**config.mk**
```make
export PLATFORM = sky130hd
export DESIGN_NAME = i2c_scl_timer
export DESIGN_NICKNAME = d
export VERILOG_FILES = /design/src/rtl/i2c_scl_pkg.sv /design/src/rtl/i2c_scl_sync.sv /design/src/rtl/i2c_scl_cfg_regs.sv /design/src/rtl/i2c_scl_speed_sel.sv /design/src/rtl/i2c_scl_phase_fsm.sv /design/src/rtl/i2c_scl_timer.sv
export SDC_FILE = /design/constraint.sdc
export NUM_CORES = 1
export LEC_CHECK = 0
export BUFFER_PORTS_ARGS = -buffer_cell sky130_fd_sc_hd__buf_4
export CAP_MARGIN = 20
export CELL_PAD_IN_SITES_DETAIL_PLACEMENT = 1
export CELL_PAD_IN_SITES_GLOBAL_PLACEMENT = 1
export CORE_MARGIN = 2
export CORE_UTILIZATION = 45
export CTS_CLUSTER_DIAMETER = 30
export DETAILED_ROUTE_END_ITERATION = 8
export PLACE_DENSITY = 0.85
export SYNTH_ARGS = -nofsm -noshare
export SYNTH_HDL_FRONTEND = slang
export SYNTH_HIERARCHICAL = 1
export SYNTH_SLANG_ARGS = --single-unit
export TNS_END_PERCENT = 5
```
**constraint.sdc**
```tcl
create_clock -name clk -period 6.39 [get_ports clk]
set_input_delay 0.639 -clock clk [delete_from_list [all_inputs] [get_ports clk]]
set_output_delay 0.639 -clock clk [all_outputs]
set_load 0.03 [all_outputs]
```
**src/rtl/i2c_scl_pkg.sv**
```systemverilog
package i2c_scl_pkg;

   // Speed request / active speed codes
   typedef enum logic [1:0] {
      SPD_NONE = 2'd0,
      SPD_STD  = 2'd1,
      SPD_FAST = 2'd2,
      SPD_HIGH = 2'd3
   } speed_e;

   // Count register selectors
   localparam int unsigned SEL_STD_HI  = 0;
   localparam int unsigned SEL_STD_LO  = 1;
   localparam int unsigned SEL_FAST_HI = 2;
   localparam int unsigned SEL_FAST_LO = 3;
   localparam int unsigned SEL_HIGH_HI = 4;
   localparam int unsigned SEL_HIGH_LO = 5;
   localparam int unsigned SEL_HOLD    = 6;
   localparam int unsigned NUM_REGS    = 7;

   // Phase of the SCL cycle
   typedef enum logic [1:0] {
      PH_IDLE = 2'd0,
      PH_LOW  = 2'd1,
      PH_WAIT = 2'd2,
      PH_HIGH = 2'd3
   } phase_e;

   // Minimum times in ns for each register slot; the high-speed slot
   // holds either true high-speed or fast-plus values.
   function automatic int unsigned slot_ns(int unsigned slot, bit fast_plus);
      case (slot)
         SEL_STD_HI:  return 4000;
         SEL_STD_LO:  return 4700;
         SEL_FAST_HI: return 600;
         SEL_FAST_LO: return 1300;
         SEL_HIGH_HI: return fast_plus ? 260 : 60;
         SEL_HIGH_LO: return fast_plus ? 500 : 160;
         default:     return 300;
      endcase
   endfunction

   // Cycles for a time at a clock rate: MHz * ns / 1000
   function automatic int unsigned ns_to_cycles(int unsigned mhz, int unsigned ns);
      return (mhz * ns) / 1000;
   endfunction

endpackage

```
**src/rtl/i2c_scl_sync.sv**
```systemverilog
module i2c_scl_sync #(
   parameter int unsigned STAGES = 2
) (
   input  logic clk,
   input  logic rst_n,
   input  logic d,
   output logic q
);
   generate
      if (STAGES == 0) begin : g_bypass
         assign q = d;
      end else begin : g_chain
         logic [STAGES-1:0] pipe;
         always_ff @(posedge clk or negedge rst_n) begin
            if (!rst_n) pipe <= '1;
            else if (STAGES == 1) pipe <= d;
            else pipe <= {pipe[STAGES-2:0], d};
         end
         assign q = pipe[STAGES-1];
      end
   endgenerate
endmodule

```
**src/rtl/i2c_scl_cfg_regs.sv**
```systemverilog
module i2c_scl_cfg_regs
   import i2c_scl_pkg::*;
#(
   parameter int unsigned CNT_W        = 16,
   parameter int unsigned CLK_MHZ      = 100,
   parameter bit          HS_FAST_PLUS = 1'b0
) (
   input  logic             clk,
   input  logic             rst_n,
   input  logic             wr,
   input  logic [2:0]       sel,
   input  logic [CNT_W-1:0] wdata,
   output logic [CNT_W-1:0] std_hi,
   output logic [CNT_W-1:0] std_lo,
   output logic [CNT_W-1:0] fast_hi,
   output logic [CNT_W-1:0] fast_lo,
   output logic [CNT_W-1:0] high_hi,
   output logic [CNT_W-1:0] high_lo,
   output logic [CNT_W-1:0] hold
);
   logic [CNT_W-1:0] slot_q [NUM_REGS];
   logic             wr_nz;

   assign wr_nz = wr && (wdata != '0);

   generate
      for (genvar i = 0; i < NUM_REGS; i++) begin : g_slot
         localparam int unsigned RST_CYC = ns_to_cycles(CLK_MHZ, slot_ns(i, HS_FAST_PLUS));
         always_ff @(posedge clk or negedge rst_n) begin
            if (!rst_n)
               slot_q[i] <= CNT_W'(RST_CYC);
            else if (wr_nz && (sel == 3'(i)))
               slot_q[i] <= wdata;
         end
      end
   endgenerate

   assign std_hi  = slot_q[SEL_STD_HI];
   assign std_lo  = slot_q[SEL_STD_LO];
   assign fast_hi = slot_q[SEL_FAST_HI];
   assign fast_lo = slot_q[SEL_FAST_LO];
   assign high_hi = slot_q[SEL_HIGH_HI];
   assign high_lo = slot_q[SEL_HIGH_LO];
   assign hold    = slot_q[SEL_HOLD];
endmodule

```
**src/rtl/i2c_scl_speed_sel.sv**
```systemverilog
module i2c_scl_speed_sel
   import i2c_scl_pkg::*;
#(
   parameter int unsigned CNT_W  = 16,
   parameter int unsigned MIN_LO = 3
) (
   input  logic             clk,
   input  logic             rst_n,
   input  logic             load,
   input  logic [1:0]       speed_req,
   input  logic [CNT_W-1:0] std_hi,
   input  logic [CNT_W-1:0] std_lo,
   input  logic [CNT_W-1:0] fast_hi,
   input  logic [CNT_W-1:0] fast_lo,
   input  logic [CNT_W-1:0] high_hi,
   input  logic [CNT_W-1:0] high_lo,
   input  logic [CNT_W-1:0] hold,
   output logic [1:0]       active_speed,
   output logic [CNT_W-1:0] hi_eff,
   output logic [CNT_W-1:0] lo_eff,
   output logic [CNT_W-1:0] hold_eff,
   output logic [CNT_W-1:0] samp_pt
);
   localparam logic [CNT_W-1:0] LO_FLOOR   = CNT_W'(MIN_LO);
   localparam logic [CNT_W-1:0] HOLD_SLACK = CNT_W'(2);

   speed_e           spd_q;
   speed_e           spd_req_dec;
   logic [CNT_W-1:0] hi_raw, lo_raw, hold_cap;

   assign spd_req_dec = (speed_req == SPD_NONE) ? SPD_FAST : speed_e'(speed_req);

   always_ff @(posedge clk or negedge rst_n) begin
      if (!rst_n)    spd_q <= SPD_FAST;
      else if (load) spd_q <= spd_req_dec;
   end

   always_comb begin
      case (spd_q)
         SPD_STD:  begin hi_raw = std_hi;  lo_raw = std_lo;  end
         SPD_HIGH: begin hi_raw = high_hi; lo_raw = high_lo; end
         default:  begin hi_raw = fast_hi; lo_raw = fast_lo; end
      endcase
   end

   assign lo_eff   = (lo_raw < LO_FLOOR) ? LO_FLOOR : lo_raw;
   assign hi_eff   = (hi_raw == '0) ? CNT_W'(1) : hi_raw;
   assign hold_cap = lo_eff - HOLD_SLACK;
   assign hold_eff = (hold > hold_cap) ? hold_cap : hold;
   assign samp_pt  = (hi_eff >> 1) + CNT_W'(1);

   assign active_speed = spd_q;
endmodule

```
**src/rtl/i2c_scl_phase_fsm.sv**
```systemverilog
module i2c_scl_phase_fsm
   import i2c_scl_pkg::*;
#(
   parameter int unsigned CNT_W       = 16,
   parameter int unsigned SYNC_STAGES = 2
) (
   input  logic             clk,
   input  logic             rst_n,
   input  logic             en,
   input  logic             start_req,
   input  logic             scl_s,
   input  logic [CNT_W-1:0] hi_eff,
   input  logic [CNT_W-1:0] lo_eff,
   input  logic [CNT_W-1:0] hold_eff,
   input  logic [CNT_W-1:0] samp_pt,
   output logic             start_ok,
   output logic             scl_drive_low,
   output logic             fall_stb,
   output logic             sda_chg_stb,
   output logic             rise_stb,
   output logic             sample_stb,
   output logic             stretch,
   output logic             busy
);
   localparam logic [CNT_W-1:0] ONE      = CNT_W'(1);
   localparam logic [CNT_W-1:0] SYNC_LAT = CNT_W'(SYNC_STAGES);

   phase_e           ph_q;
   logic [CNT_W-1:0] cnt_q;
   logic [CNT_W:0]   chg_pt;

   assign start_ok = (ph_q == PH_IDLE) && en && start_req;
   assign chg_pt   = {1'b0, hold_eff} + {{CNT_W{1'b0}}, 1'b1};

   always_ff @(posedge clk or negedge rst_n) begin
      if (!rst_n) begin
         ph_q  <= PH_IDLE;
         cnt_q <= '0;
      end else if (!en) begin
         ph_q  <= PH_IDLE;
         cnt_q <= '0;
      end else begin
         case (ph_q)
            PH_IDLE: begin
               if (start_req) begin
                  ph_q  <= PH_LOW;
                  cnt_q <= ONE;
               end
            end
            PH_LOW: begin
               if (cnt_q >= lo_eff) begin
                  ph_q  <= PH_WAIT;
                  cnt_q <= '0;
               end else begin
                  cnt_q <= cnt_q + ONE;
               end
            end
            PH_WAIT: begin
               if (scl_s) begin
                  ph_q  <= PH_HIGH;
                  cnt_q <= ONE;
               end else if (cnt_q != '1) begin
                  cnt_q <= cnt_q + ONE;
               end
            end
            default: begin
               if (cnt_q >= hi_eff) begin
                  ph_q  <= PH_LOW;
                  cnt_q <= ONE;
               end else begin
                  cnt_q <= cnt_q + ONE;
               end
            end
         endcase
      end
   end

   assign scl_drive_low = (ph_q == PH_LOW);
   assign fall_stb      = (ph_q == PH_LOW)  && (cnt_q == ONE);
   assign sda_chg_stb   = (ph_q == PH_LOW)  && ({1'b0, cnt_q} == chg_pt);
   assign rise_stb      = (ph_q == PH_HIGH) && (cnt_q == ONE);
   assign sample_stb    = (ph_q == PH_HIGH) && (cnt_q == samp_pt);
   assign stretch       = (ph_q == PH_WAIT) && !scl_s && (cnt_q >= SYNC_LAT);
   assign busy          = (ph_q != PH_IDLE);
endmodule

```
**src/rtl/i2c_scl_timer.sv**
```systemverilog
module i2c_scl_timer
   import i2c_scl_pkg::*;
#(
   parameter int unsigned CLK_MHZ      = 100,
   parameter int unsigned CNT_W        = 16,
   parameter int unsigned SYNC_STAGES  = 2,
   parameter bit          HS_FAST_PLUS = 1'b0
) (
   input  logic             clk,
   input  logic             rst_n,
   input  logic             cfg_wr,
   input  logic [2:0]       cfg_sel,
   input  logic [CNT_W-1:0] cfg_wdata,
   input  logic [1:0]       speed_req,
   input  logic             en,
   input  logic             start_req,
   input  logic             scl_in,
   output logic             scl_drive_low,
   output logic             fall_stb,
   output logic             sda_chg_stb,
   output logic             rise_stb,
   output logic             sample_stb,
   output logic             stretch,
   output logic             busy,
   output logic [1:0]       active_speed
);
   localparam int unsigned MIN_LO      = 3;
   localparam int unsigned LONGEST_CYC = ns_to_cycles(CLK_MHZ, slot_ns(SEL_STD_LO, 1'b0));

   generate
      if (CNT_W < 4) begin : g_bad_width
         $error("CNT_W must be at least 4");
      end
      if (LONGEST_CYC >= (64'd1 << CNT_W)) begin : g_bad_range
         $error("CNT_W too narrow for default counts at CLK_MHZ");
      end
      if (SYNC_STAGES > 4) begin : g_bad_sync
         $error("SYNC_STAGES must be 0..4");
      end
   endgenerate

   logic [CNT_W-1:0] std_hi, std_lo, fast_hi, fast_lo, high_hi, high_lo, hold;
   logic [CNT_W-1:0] hi_eff, lo_eff, hold_eff, samp_pt;
   logic             scl_s;
   logic             start_ok;

   i2c_scl_cfg_regs #(
      .CNT_W(CNT_W), .CLK_MHZ(CLK_MHZ), .HS_FAST_PLUS(HS_FAST_PLUS)
   ) u_regs (
      .clk(clk), .rst_n(rst_n), .wr(cfg_wr), .sel(cfg_sel), .wdata(cfg_wdata),
      .std_hi(std_hi), .std_lo(std_lo), .fast_hi(fast_hi), .fast_lo(fast_lo),
      .high_hi(high_hi), .high_lo(high_lo), .hold(hold)
   );

   i2c_scl_speed_sel #(
      .CNT_W(CNT_W), .MIN_LO(MIN_LO)
   ) u_speed (
      .clk(clk), .rst_n(rst_n), .load(start_ok), .speed_req(speed_req),
      .std_hi(std_hi), .std_lo(std_lo), .fast_hi(fast_hi), .fast_lo(fast_lo),
      .high_hi(high_hi), .high_lo(high_lo), .hold(hold),
      .active_speed(active_speed), .hi_eff(hi_eff), .lo_eff(lo_eff),
      .hold_eff(hold_eff), .samp_pt(samp_pt)
   );

   i2c_scl_sync #(
      .STAGES(SYNC_STAGES)
   ) u_sync (
      .clk(clk), .rst_n(rst_n), .d(scl_in), .q(scl_s)
   );

   i2c_scl_phase_fsm #(
      .CNT_W(CNT_W), .SYNC_STAGES(SYNC_STAGES)
   ) u_fsm (
      .clk(clk), .rst_n(rst_n), .en(en), .start_req(start_req), .scl_s(scl_s),
      .hi_eff(hi_eff), .lo_eff(lo_eff), .hold_eff(hold_eff), .samp_pt(samp_pt),
      .start_ok(start_ok), .scl_drive_low(scl_drive_low), .fall_stb(fall_stb),
      .sda_chg_stb(sda_chg_stb), .rise_stb(rise_stb), .sample_stb(sample_stb),
      .stretch(stretch), .busy(busy)
   );
endmodule

```
==> flow_summary.yaml <==
status:
  run_status: "complete, but fails checks"
  violations: "setup timing"
floorplan:
  dieWidth_um: 147
  pin_count: 36
  floorplan.initialDensity: 0.455
  die_h_um: 147
  fp-row-count: 52
  area_enclosed_by_the_die_boundary_um2: 21500
  core_um2: 20100
setup_path:
  critPathMaxStageDelay_ns: 0.68
  slowest_stage: "sky130_fd_sc_hd__dfstp_4"
  worst_path_dominant_cell_family: "compound AO/OA/AOI/OAI gates"
  critical_path.most_common_cell: "sky130_fd_sc_hd__buf_4"
  cp-end-kind: "output pin"
  worstPathMaxFanout: 6
  critPathLaunchType: "flop"
  cp.buffers_inverters: 5
  timing.critical_path.arrival_ns: 6.50
  crit_required_ns: 5.75
  timing.critical_path.cells: "buf_6, buf_4, mux2i_1, a21oi_1, or4_4, nor3_1, o21a_1, ha_1, a21oi_1, nor2_2, a2111oi_4, o221a_4, nor2_2, buf_4, a31oi_4, nand4_1, buf_4, nor3_4, a211oi_2, a31oi_1, o21ai_1, a32oi_2, nor4_4, buf_6"
  timing.setup.critical_path_class: "reg -> out"
synth:
  netlist_area_um2: 9150
  yosys_register_bits: 134
  syn_nets: 997
  netlist.top_cell.by_area: "sky130_fd_sc_hd__dfrtp_1"
  avgSynthCellArea_um2: 10.0
  synth-edff-count: 0
  synth-warning-count: 6
  synth_top_area_frac: 0.298
  synth.most_common_cell: "sky130_fd_sc_hd__dfrtp_1"
  postSynthCellCount: 913
  synth-seq-area-share: 0.370
  post_synth_most_frequent_cells: "sky130_fd_sc_hd__dfrtp_1 (109), sky130_fd_sc_hd__mux2_2 (96), sky130_fd_sc_hd__nor2_1 (76)"
  synth_cell_type_count: 76
  synth.top_cells.by_area: "sky130_fd_sc_hd__dfrtp_1 (30%), sky130_fd_sc_hd__mux2_2 (12%), sky130_fd_sc_hd__ha_1 (7.8%)"
  ys_dominant_reg_cell: "sky130_fd_sc_hd__dfrtp_1"
  synth-async-reset-ratio: 1.00
sta:
  timing_hold_violations_final: 0
  timing.final.max_slew_violations: 0
  relative_slew_slack: 0.283
  maxClockFrequency_mhz: 140
  min_period_ns: 7.14
  postLayoutSetupSlackWorst_ns: -0.749
  setup_viol: 1
  post-route-period-util: 1.12
  rsz0062_at_grt: "yes"
  max_slew.worst_pin.slew_ns: 1.07
  finalClockSkew_ns: 0.0126
  totalNegativeSetupSlack_ns: -0.749
cells_and_area:
  antennaDiodeCount: 0
  drive_above_1_share: 0.325
  fin_area_um2: 11100
  layout-area-overhead-vs-synth_pct: 21.1
  design.final.nets: 1083
  final_core_density: 0.551
  fillers: 2154
route:
  postRouteAntennaNets: 0
  finalWirelength_mm: 36.6
  detailroute.via_count: 8553
  routedWlPerCell_um: 28.5
  dr.pass1.iters: 5
  drt_iter0_drc: 986
  remaining_drc_errors: 0
  post_detailed_route_via_to_cell_ratio: 6.67
cts:
  clk_latency_ns: 0.44
  cts_root_buffer: "sky130_fd_sc_hd__clkbuf_16"
  tritoncts: "built"
  max-clock-path-buffers: 2
  holdBufCountCts: 0
  cts_sinks: 134
  clk_transition_reported_paths_ns: 0.06
  cts_htree_levels: 4
  numCtsBuffers: 17
grt:
  number_of_antenna_violations_at_the_first_check_in_global_routing: 0
  overflow: 0
  first_global_vias: 8881
  groute.usage.overall: 0.311
  grt_start_max_net_pins: 71
  grt_pass1_wl_mm: 51.5
job:
  max_cap_violations: 0
power_and_ir_drop:
  cellLeakagePower_nw: 5.18
  p_per_area_nw_per_um2: 520
  post-layout-total-power_mw: 5.76
  worst_ir_drop_vdd_v: 0.000267
placement:
  place_hpwl_mm: 20.7
  globalplace.congestion: 0.919
  io_buffer_count: 35
  placement.cell_area_um2: 9960
  placement.setup.worst_slack_ns: -0.296
min_path:
  min-delay-path-class: "in -> async"
==> state kept, by name, indices dropped and copies added (netlist names), 16 cells and up <==
name            flops
u_fsm/cnt_q        16
u_regs/fast_hi     16
u_regs/fast_lo     16
u_regs/high_hi     16
u_regs/high_lo     16
u_regs/hold        16
u_regs/std_hi      16
u_regs/std_lo      16
==> cells in the final DEF, fill, tap and decap left out, drive strengths merged, types with 3 or more instances in the layout <==
| cell type | n |
|---|---|
| inv | 67 |
| a22o | 14 |
| a2111oi | 5 |
| dfrtp | 109 |
| nand3 | 27 |
| a21oi | 39 |
| clkinv | 7 |
| buf | 106 |
| nand2 | 37 |
| o211ai | 3 |
| and2 | 9 |
| nor2 | 77 |
| xor2 | 25 |
| or3 | 5 |
| ha | 57 |
| clkbuf | 19 |
| o21ai | 26 |
| a32oi | 3 |
| nor3 | 22 |
| mux2i | 33 |
| o31a | 3 |
| a211oi | 6 |
| dfstp | 25 |
| a21o | 31 |
| mux2 | 116 |
| a31oi | 8 |
| o31ai | 9 |
| nor4 | 15 |
| and4 | 3 |
| o21a | 5 |
| nand2b | 5 |
| nor2b | 3 |
| or4 | 6 |
| nand4 | 21 |
| and3 | 7 |
| a2bb2oi | 3 |
| xnor2 | 24 |
==> final timing paths <==
kind | start | to | slack [ns] | depth (start not counted)
min in group clk | scl_in | u_sync/g_chain.pipe[0] | 0.32 | 1
setup / recovery | u_speed/active_speed[1] | sda_chg_stb | -0.75 | 24
hold / removal | rst_n | u_regs/high_hi[0] | 0.21 | 1
setup reg to reg | u_speed/active_speed[1] | u_fsm/cnt_q[7] | 0.95 | 17
hold reg to reg | u_sync/g_chain.pipe[0] | u_sync/g_chain.pipe[1] | 0.36 | 0
max in group asynchronous | rst_n | u_speed/active_speed[0] | 4.77 | 2
==> worst register-to-register path, delay by kind of cell, from the launching register on <==
family                   cells  cell delay (ns)
adder cells (fa/ha/maj)      1             0.25
buffers and inverters        4             0.67
multiplexers                 1             0.26
AO/OA/AOI/OAI                7             2.21
flip-flops                   1             0.68
AND/OR/NAND/NOR              4             1.29
==> where the power goes <==
| group | switching (mW) | internal (mW) |
|---|---|---|
| logic | 2.13 | 1.42 |
| registers | 0.196 | 1.05 |
| clock network | 0.411 | 0.549 |
==> cells by family after synthesis <==
family                     count (synthesis)  share of synthesized area
muxes                                    149                      0.179
xor gates and xnor gates                  49                     0.0469
adders and majority gates                 57                     0.0779
buffers and inverters                    104                     0.0505
and+or+nand+nor                          243                      0.136
DFF                                      134                      0.370
AOI/OAI and AO/OA                        177                      0.140
==> routing by layer <==
layer | share of wire | wire (um) | GRT usage | vias to the layer above
met5 | 0 | 0 | 0 | -
met4 | 0.068 | 2480 | 0.184 | 0
met3 | 0.072 | 2630 | 0.0484 | 204
met2 | 0.49 | 18000 | 0.527 | 573
met1 | 0.37 | 13500 | 0.376 | 4281
li1 | - | - | - | 3495
==> final cells by class <==
type	instances	area, um^2	share of cell area
Sequential cell	134	3390	0.306
Inverter	64	240	0.0217
Clock inverter	13	121	0.0110
Timing Repair Buffer	106	822	0.0742
Clock buffer	19	443	0.0400
Multi-Input combinational cell	676	5720	0.517
Tap cell	270	338	0.0305
==> timing repair <==
action | CTS | global route
resized for setup | 37 | 34
buffers inserted | 20 | 8
endpoints found under the setup margin | 1 | 1
hold endpoints to repair | 0 | 0
pin swaps | 25 | 18
cloned | 1 | 0
==> per-stage QoR <==
stage          hold WS, ns  std cells
6_report             0.212       1282
5_1_grt              0.251       1282
4_1_cts              0.231       1274
3_5_place_dp         0.348       1221
3_3_place_gp         0.348       1219
2_1_floorplan        0.343        913
Power figures use the tool's default switching activity.
